File: config.mk
export PLATFORM = sky130hd
export DESIGN_NAME = xfer_resolve_unit
export DESIGN_NICKNAME = d
export VERILOG_FILES = /design/src/rtl/xfer_pkg.sv /design/src/rtl/xfer_ctrl.sv /design/src/rtl/xfer_datapath.sv /design/src/rtl/xfer_resolve_unit.sv
export SDC_FILE = /design/constraint.sdc
export NUM_CORES = 1
export LEC_CHECK = 0
export ABC_AREA = 1
export BUFFER_PORTS_ARGS = -buffer_cell sky130_fd_sc_hd__buf_2
export CAP_MARGIN = 15
export CORE_MARGIN = 1.5
export CORE_UTILIZATION = 25
export CTS_BUF_LIST = sky130_fd_sc_hd__clkbuf_8
export DETAILED_ROUTE_END_ITERATION = 10
export HOLD_SLACK_MARGIN = 0.02
export PLACE_DENSITY = 0.48
export SETUP_SLACK_MARGIN = 0.4
export SLEW_MARGIN = 20
export SYNTH_ARGS = -nofsm -noshare
export SYNTH_HDL_FRONTEND = slang
export SYNTH_SLANG_ARGS = --single-unit
File: constraint.sdc
create_clock -name clk -period 3.5 [get_ports clk]
set_clock_uncertainty 0.15 [all_clocks]
set_input_delay 0 -clock clk [delete_from_list [all_inputs] [get_ports clk]]
set_output_delay 0 -clock clk [all_outputs]
set_load 0.01 [all_outputs]
File: src/rtl/xfer_pkg.sv
package xfer_pkg;

  typedef enum logic [2:0] {
    OP_BEQ  = 3'd0,
    OP_BNE  = 3'd1,
    OP_BLT  = 3'd2,
    OP_BGE  = 3'd3,
    OP_BLTU = 3'd4,
    OP_BGEU = 3'd5,
    OP_JAL  = 3'd6,
    OP_JALR = 3'd7
  } xferOp_e;

  // strobes from control to datapath
  typedef struct packed {
    logic isJump;      // unconditional transfer
    logic useRegBase;  // base is srcA, full offset, clear sum bit 0
    logic condMet;     // branch condition evaluated true
  } xferStrobe_t;

endpackage

File: src/rtl/xfer_ctrl.sv
module xfer_ctrl
  import xfer_pkg::*;
#(
  parameter int XLEN = 32
) (
  input  logic [2:0]      opKind,
  input  logic [XLEN-1:0] srcA,
  input  logic [XLEN-1:0] srcB,
  output xferStrobe_t     strobe
);

  xferOp_e opCode;
  logic    eqFlag;
  logic    ltSigned;
  logic    ltUnsigned;

  assign opCode     = xferOp_e'(opKind);
  assign eqFlag     = (srcA == srcB);
  assign ltSigned   = ($signed(srcA) < $signed(srcB));
  assign ltUnsigned = (srcA < srcB);

  always_comb begin
    strobe = '0;
    unique case (opCode)
      OP_BEQ:  strobe.condMet = eqFlag;
      OP_BNE:  strobe.condMet = !eqFlag;
      OP_BLT:  strobe.condMet = ltSigned;
      OP_BGE:  strobe.condMet = !ltSigned;
      OP_BLTU: strobe.condMet = ltUnsigned;
      OP_BGEU: strobe.condMet = !ltUnsigned;
      OP_JAL:  strobe.isJump  = 1'b1;
      OP_JALR: begin
        strobe.isJump     = 1'b1;
        strobe.useRegBase = 1'b1;
      end
      default: strobe = '0;
    endcase
  end

endmodule

File: src/rtl/xfer_datapath.sv
module xfer_datapath
  import xfer_pkg::*;
#(
  parameter int XLEN           = 32,
  parameter bit HAS_COMPRESSED = 1'b1
) (
  input  logic            clk,
  input  logic            rstN,
  input  logic            inValid,
  input  xferStrobe_t     strobe,
  input  logic [XLEN-1:0] srcA,
  input  logic [XLEN-1:0] pcIn,
  input  logic [XLEN-1:0] offset,
  output logic            outValid,
  output logic [XLEN-1:0] nextPc,
  output logic            taken,
  output logic            fault,
  output logic [XLEN-1:0] linkVal
);

  localparam int ALIGN_LSBS = HAS_COMPRESSED ? 1 : 2;
  localparam logic [XLEN-1:0] INSN_STEP = XLEN'(4);

  logic [XLEN-1:0] baseAddr;
  logic [XLEN-1:0] addOffset;
  logic [XLEN-1:0] rawSum;
  logic [XLEN-1:0] target;
  logic [XLEN-1:0] seqPc;
  logic            redirect;
  logic            misalign;
  logic            faultD;
  logic            takenD;
  logic [XLEN-1:0] nextD;
  logic [XLEN-1:0] linkD;

  assign baseAddr  = strobe.useRegBase ? srcA : pcIn;
  assign addOffset = strobe.useRegBase ? offset : {offset[XLEN-1:1], 1'b0};
  assign rawSum    = baseAddr + addOffset;
  assign target    = strobe.useRegBase ? {rawSum[XLEN-1:1], 1'b0} : rawSum;
  assign seqPc     = pcIn + INSN_STEP;
  assign redirect  = strobe.isJump | strobe.condMet;

  generate
    if (HAS_COMPRESSED) begin : g_half_align
      assign misalign = target[0];
    end else begin : g_word_align
      assign misalign = |target[ALIGN_LSBS-1:0];
    end
  endgenerate

  assign faultD = redirect & misalign;
  assign takenD = redirect & !misalign;

  always_comb begin
    if (faultD)      nextD = pcIn;
    else if (takenD) nextD = target;
    else             nextD = seqPc;
    linkD = (strobe.isJump && !faultD) ? seqPc : '0;
  end

  always_ff @(posedge clk) begin
    if (!rstN || !inValid) begin
      outValid <= 1'b0;
      nextPc   <= '0;
      taken    <= 1'b0;
      fault    <= 1'b0;
      linkVal  <= '0;
    end else begin
      outValid <= 1'b1;
      nextPc   <= nextD;
      taken    <= takenD;
      fault    <= faultD;
      linkVal  <= linkD;
    end
  end

endmodule

File: src/rtl/xfer_resolve_unit.sv
module xfer_resolve_unit
  import xfer_pkg::*;
#(
  parameter int XLEN           = 32,
  parameter bit HAS_COMPRESSED = 1'b1
) (
  input  logic            clk,
  input  logic            rstN,
  input  logic            inValid,
  input  logic [2:0]      opKind,
  input  logic [XLEN-1:0] srcA,
  input  logic [XLEN-1:0] srcB,
  input  logic [XLEN-1:0] pcIn,
  input  logic [XLEN-1:0] offset,
  output logic            outValid,
  output logic [XLEN-1:0] nextPc,
  output logic            taken,
  output logic            fault,
  output logic [XLEN-1:0] linkVal
);

  xferStrobe_t strobe;

  xfer_ctrl #(.XLEN(XLEN)) u_ctrl (
    .opKind (opKind),
    .srcA   (srcA),
    .srcB   (srcB),
    .strobe (strobe)
  );

  xfer_datapath #(.XLEN(XLEN), .HAS_COMPRESSED(HAS_COMPRESSED)) u_dp (
    .clk      (clk),
    .rstN     (rstN),
    .inValid  (inValid),
    .strobe   (strobe),
    .srcA     (srcA),
    .pcIn     (pcIn),
    .offset   (offset),
    .outValid (outValid),
    .nextPc   (nextPc),
    .taken    (taken),
    .fault    (fault),
    .linkVal  (linkVal)
  );

endmodule

==> results.txt <==
Nets = 1,443
Most numerous cell in the Yosys netlist = nand2_1
Crit-path cells = buf_2 > nand2_1 > inv_1 > nand2_4 > buf_4 > mux2_2 > ha_1 > a21oi_1 > o21ai_0 > a21boi_0 > nand3_1 > nand2_1 > nand2_1 > nand3b_1 > nand3_1 > nand2_1
Initial DRC count = 511
Vias = 6,973
Setup TNS = 0 ps
Hold-critical path depth = 6
WL/cell = 15.6 µm
Post-synth top cells = nand2_1 (275), inv_1 (140), nor2_1 (131), nand3_1 (77), dfxtp_1 (67)
Clock buffer depth = 2
Die height = 160 µm
Io pins = 201
CP dominant cell by count = nand2_1
Top post-synthesis cells by area = dfxtp_1 (22%), nand2_1 (17%), ha_1 (13%), inv_1 (8.5%), nor2_1 (7.9%)
Antenna violations before repair = 0
Primary FF master, synth = dfxtp_1
CP Capture Point = u_dp.nextPc[26]
Post-route ant nets = 0
Worst-path fanout max = 22
DRC viols = 0
Max frequency = 355 MHz
Status = completed
Worst min-delay path class = in -> reg
Row count = 57
Post-synth cell types = 34
1st-pass router iterations = 5
Layout cells sized above 1 = 20.9%
Flops & latches, synth = 67
Initial core utilization = 25.4%
Max_cap viols = 0
P per Cell Area = 309 nW/µm²
Synth Net Count = 1,195
DR vias/cell = 4.44
WP data required = 3580 ps
Die area = 25,700 µm²
RSZ-0062 raised after global routing = no
Core area = 24,300 µm²
Port bufs = 200
Diode count = 0
Final hold violation count = 0
GPL Wtd Cong = 0.936
First-pass GRT wire length = 37,300 µm
Post-synth ARST share = 0%
Gr ovfl total = 0
CP peak stage delay = 370 ps
Tmin final = 2810 ps
Fin crit share = 80.4%
Hpwl dp = 21,300 µm
CP max stage cell = ha_1
Yosys warnings = 0
Pins Over Slew Limit = 0
Critical path class = in -> reg
Total GRT Usage = 18.9%
Number of global-route vias before repair = 6,804
Placement-stage cell area = 7690 µm²
EDFF count, synth = 0
Area leader, netlist = dfxtp_1
Largest net degree at the start of global routing = 33
Seq/Total Area, Yosys = 21.7%
Clock transition at path regs = 80 ps
Synthesis-to-layout area growth = 33.4%
H-Tree Depth = 3
Arrival time at the worst endpoint = 2890 ps
Clock root cell = clkbuf_8
Synth Cell Area = 6190 µm²
Post-layout util = 33.9%
Die X = 160 µm
Synth top area share = 21.7%
Worst-margin pin slew = 422 ps
Max-slew headroom = 71.6%
Setup Viol. Count Final = 0
Worst Setup Start Kind = primary input
Design area = 8250 µm²
Mapped Cells = 996
Crit. End Element = register
Total wire length = 24,500 µm
# clock sinks = 67
Syn avg cell area = 6.21 µm²
Fillers = 2,788
Peak VDD IR = 0.151 mV
CTS buffer count = 9
Leakage = 0.00457 µW
Worst setup path startpoint = opKind[2]
CTS tree = done
## worst max-delay path, delay by kind of cell
kind / cells / cell delay [ps]
buffers and inverters: 3 / 410
muxes: 1 / 340
AOI/OAI and AO/OA: 3 / 880
adders and majority gates: 1 / 370
and+or+nand+nor: 8 / 900
## cell type report
class                      count  area, µm²  share of cell area [%]
multi-input combinational    765       4210                    51.0
timing repair buffer         260       1560                    19.0
sequential                    67       1340                    16.3
inverter                     141        529                    6.42
tap                          324        405                    4.91
clock buffer                  12        165                    2.00
clock inverter                 2       35.0                   0.425
## flip-flops by register name, summed over array words and instances, names as in the netlist
name / count
u_dp.taken: 1
u_dp.linkVal: 32
u_dp.nextPc: 32
u_dp.fault: 1
u_dp.outValid: 1
## worst min-delay path by stage
stage	startpoint	end	slack [ps]
global placement	pcIn[31]	u_dp.nextPc[31]	90
finish	opKind[2]	u_dp.nextPc[25]	140
global route	opKind[2]	u_dp.nextPc[25]	190
detailed placement	pcIn[31]	u_dp.nextPc[31]	90
CTS	opKind[2]	u_dp.nextPc[25]	110
floorplan	pcIn[2]	u_dp.linkVal[2]	-80
## logic make-up (layout without fill, tap and decap cells)
family	Yosys count	count (layout)	synth area share, %
simple gates	528	528	35.6
buf+inv	164	415	10.5
compound gates	117	117	10.7
flops	67	67	21.7
fa+ha+maj	65	65	13.3
xor+xnor	43	43	6.09
mux	12	12	2.18
## cell usage in the layout (no fill, tap or decap), types with 2 or more instances in the layout
master / Yosys / routed
nand2_1: 275 / 273
buf_2: 8 / 200
inv_1: 140 / 140
nor2_1: 131 / 130
nand3_1: 77 / 77
dfxtp_1: 67 / 67
a21oi_1: 64 / 64
ha_1: 64 / 64
xor2_1: 37 / 37
dlygate4sd3_1: 0 / 35
buf_4: 2 / 23
o21ai_0: 21 / 21
nand3b_1: 16 / 16
mux2_2: 12 / 12
clkbuf_8: 0 / 12
nor3_1: 10 / 10
nand4_1: 9 / 9
o21bai_1: 9 / 9
a21o_1: 7 / 7
xnor2_1: 6 / 6
a31oi_1: 5 / 5
nor2_2: 3 / 4
nor4_1: 4 / 4
o21a_1: 3 / 3
o211ai_1: 3 / 3
a21boi_0: 3 / 3
nand2_2: 1 / 2
buf_12: 0 / 2
## power breakdown
group / leakage (µW) / switching, µW / internal [µW]
clock network: 0.000104 / 289 / 379
logic: 0.00392 / 649 / 417
registers: 0.000546 / 13.1 / 804
## routing by layer
layer / routed length (µm) / global-route usage, %
met1: 12200 / 26.9
met2: 10600 / 30.0
met3: 1270 / 2.35
met4: 439 / 5.23
met5: 0 / 0
## metrics by stage
stage                     hold slack [ps]  setup WS [ps]  total power, µW  cells
after floorplan                     -77.6            604             1460    996
after global placement               86.6            192             1880   1522
after detailed placement             89.2            160             1870   1522
after CTS                             105            539             2570   1571
after global routing                  189            446             2730   1571
final                                 140            686             2550   1571
## timing repair
item,in CTS,in global routing
endpoints found under the setup margin,0,9
hold buffers,35,0
resized for setup,0,2
hold endpoints to repair,63,0
buffers inserted,0,0
Note: power is estimated with default switching activity, not from simulation.
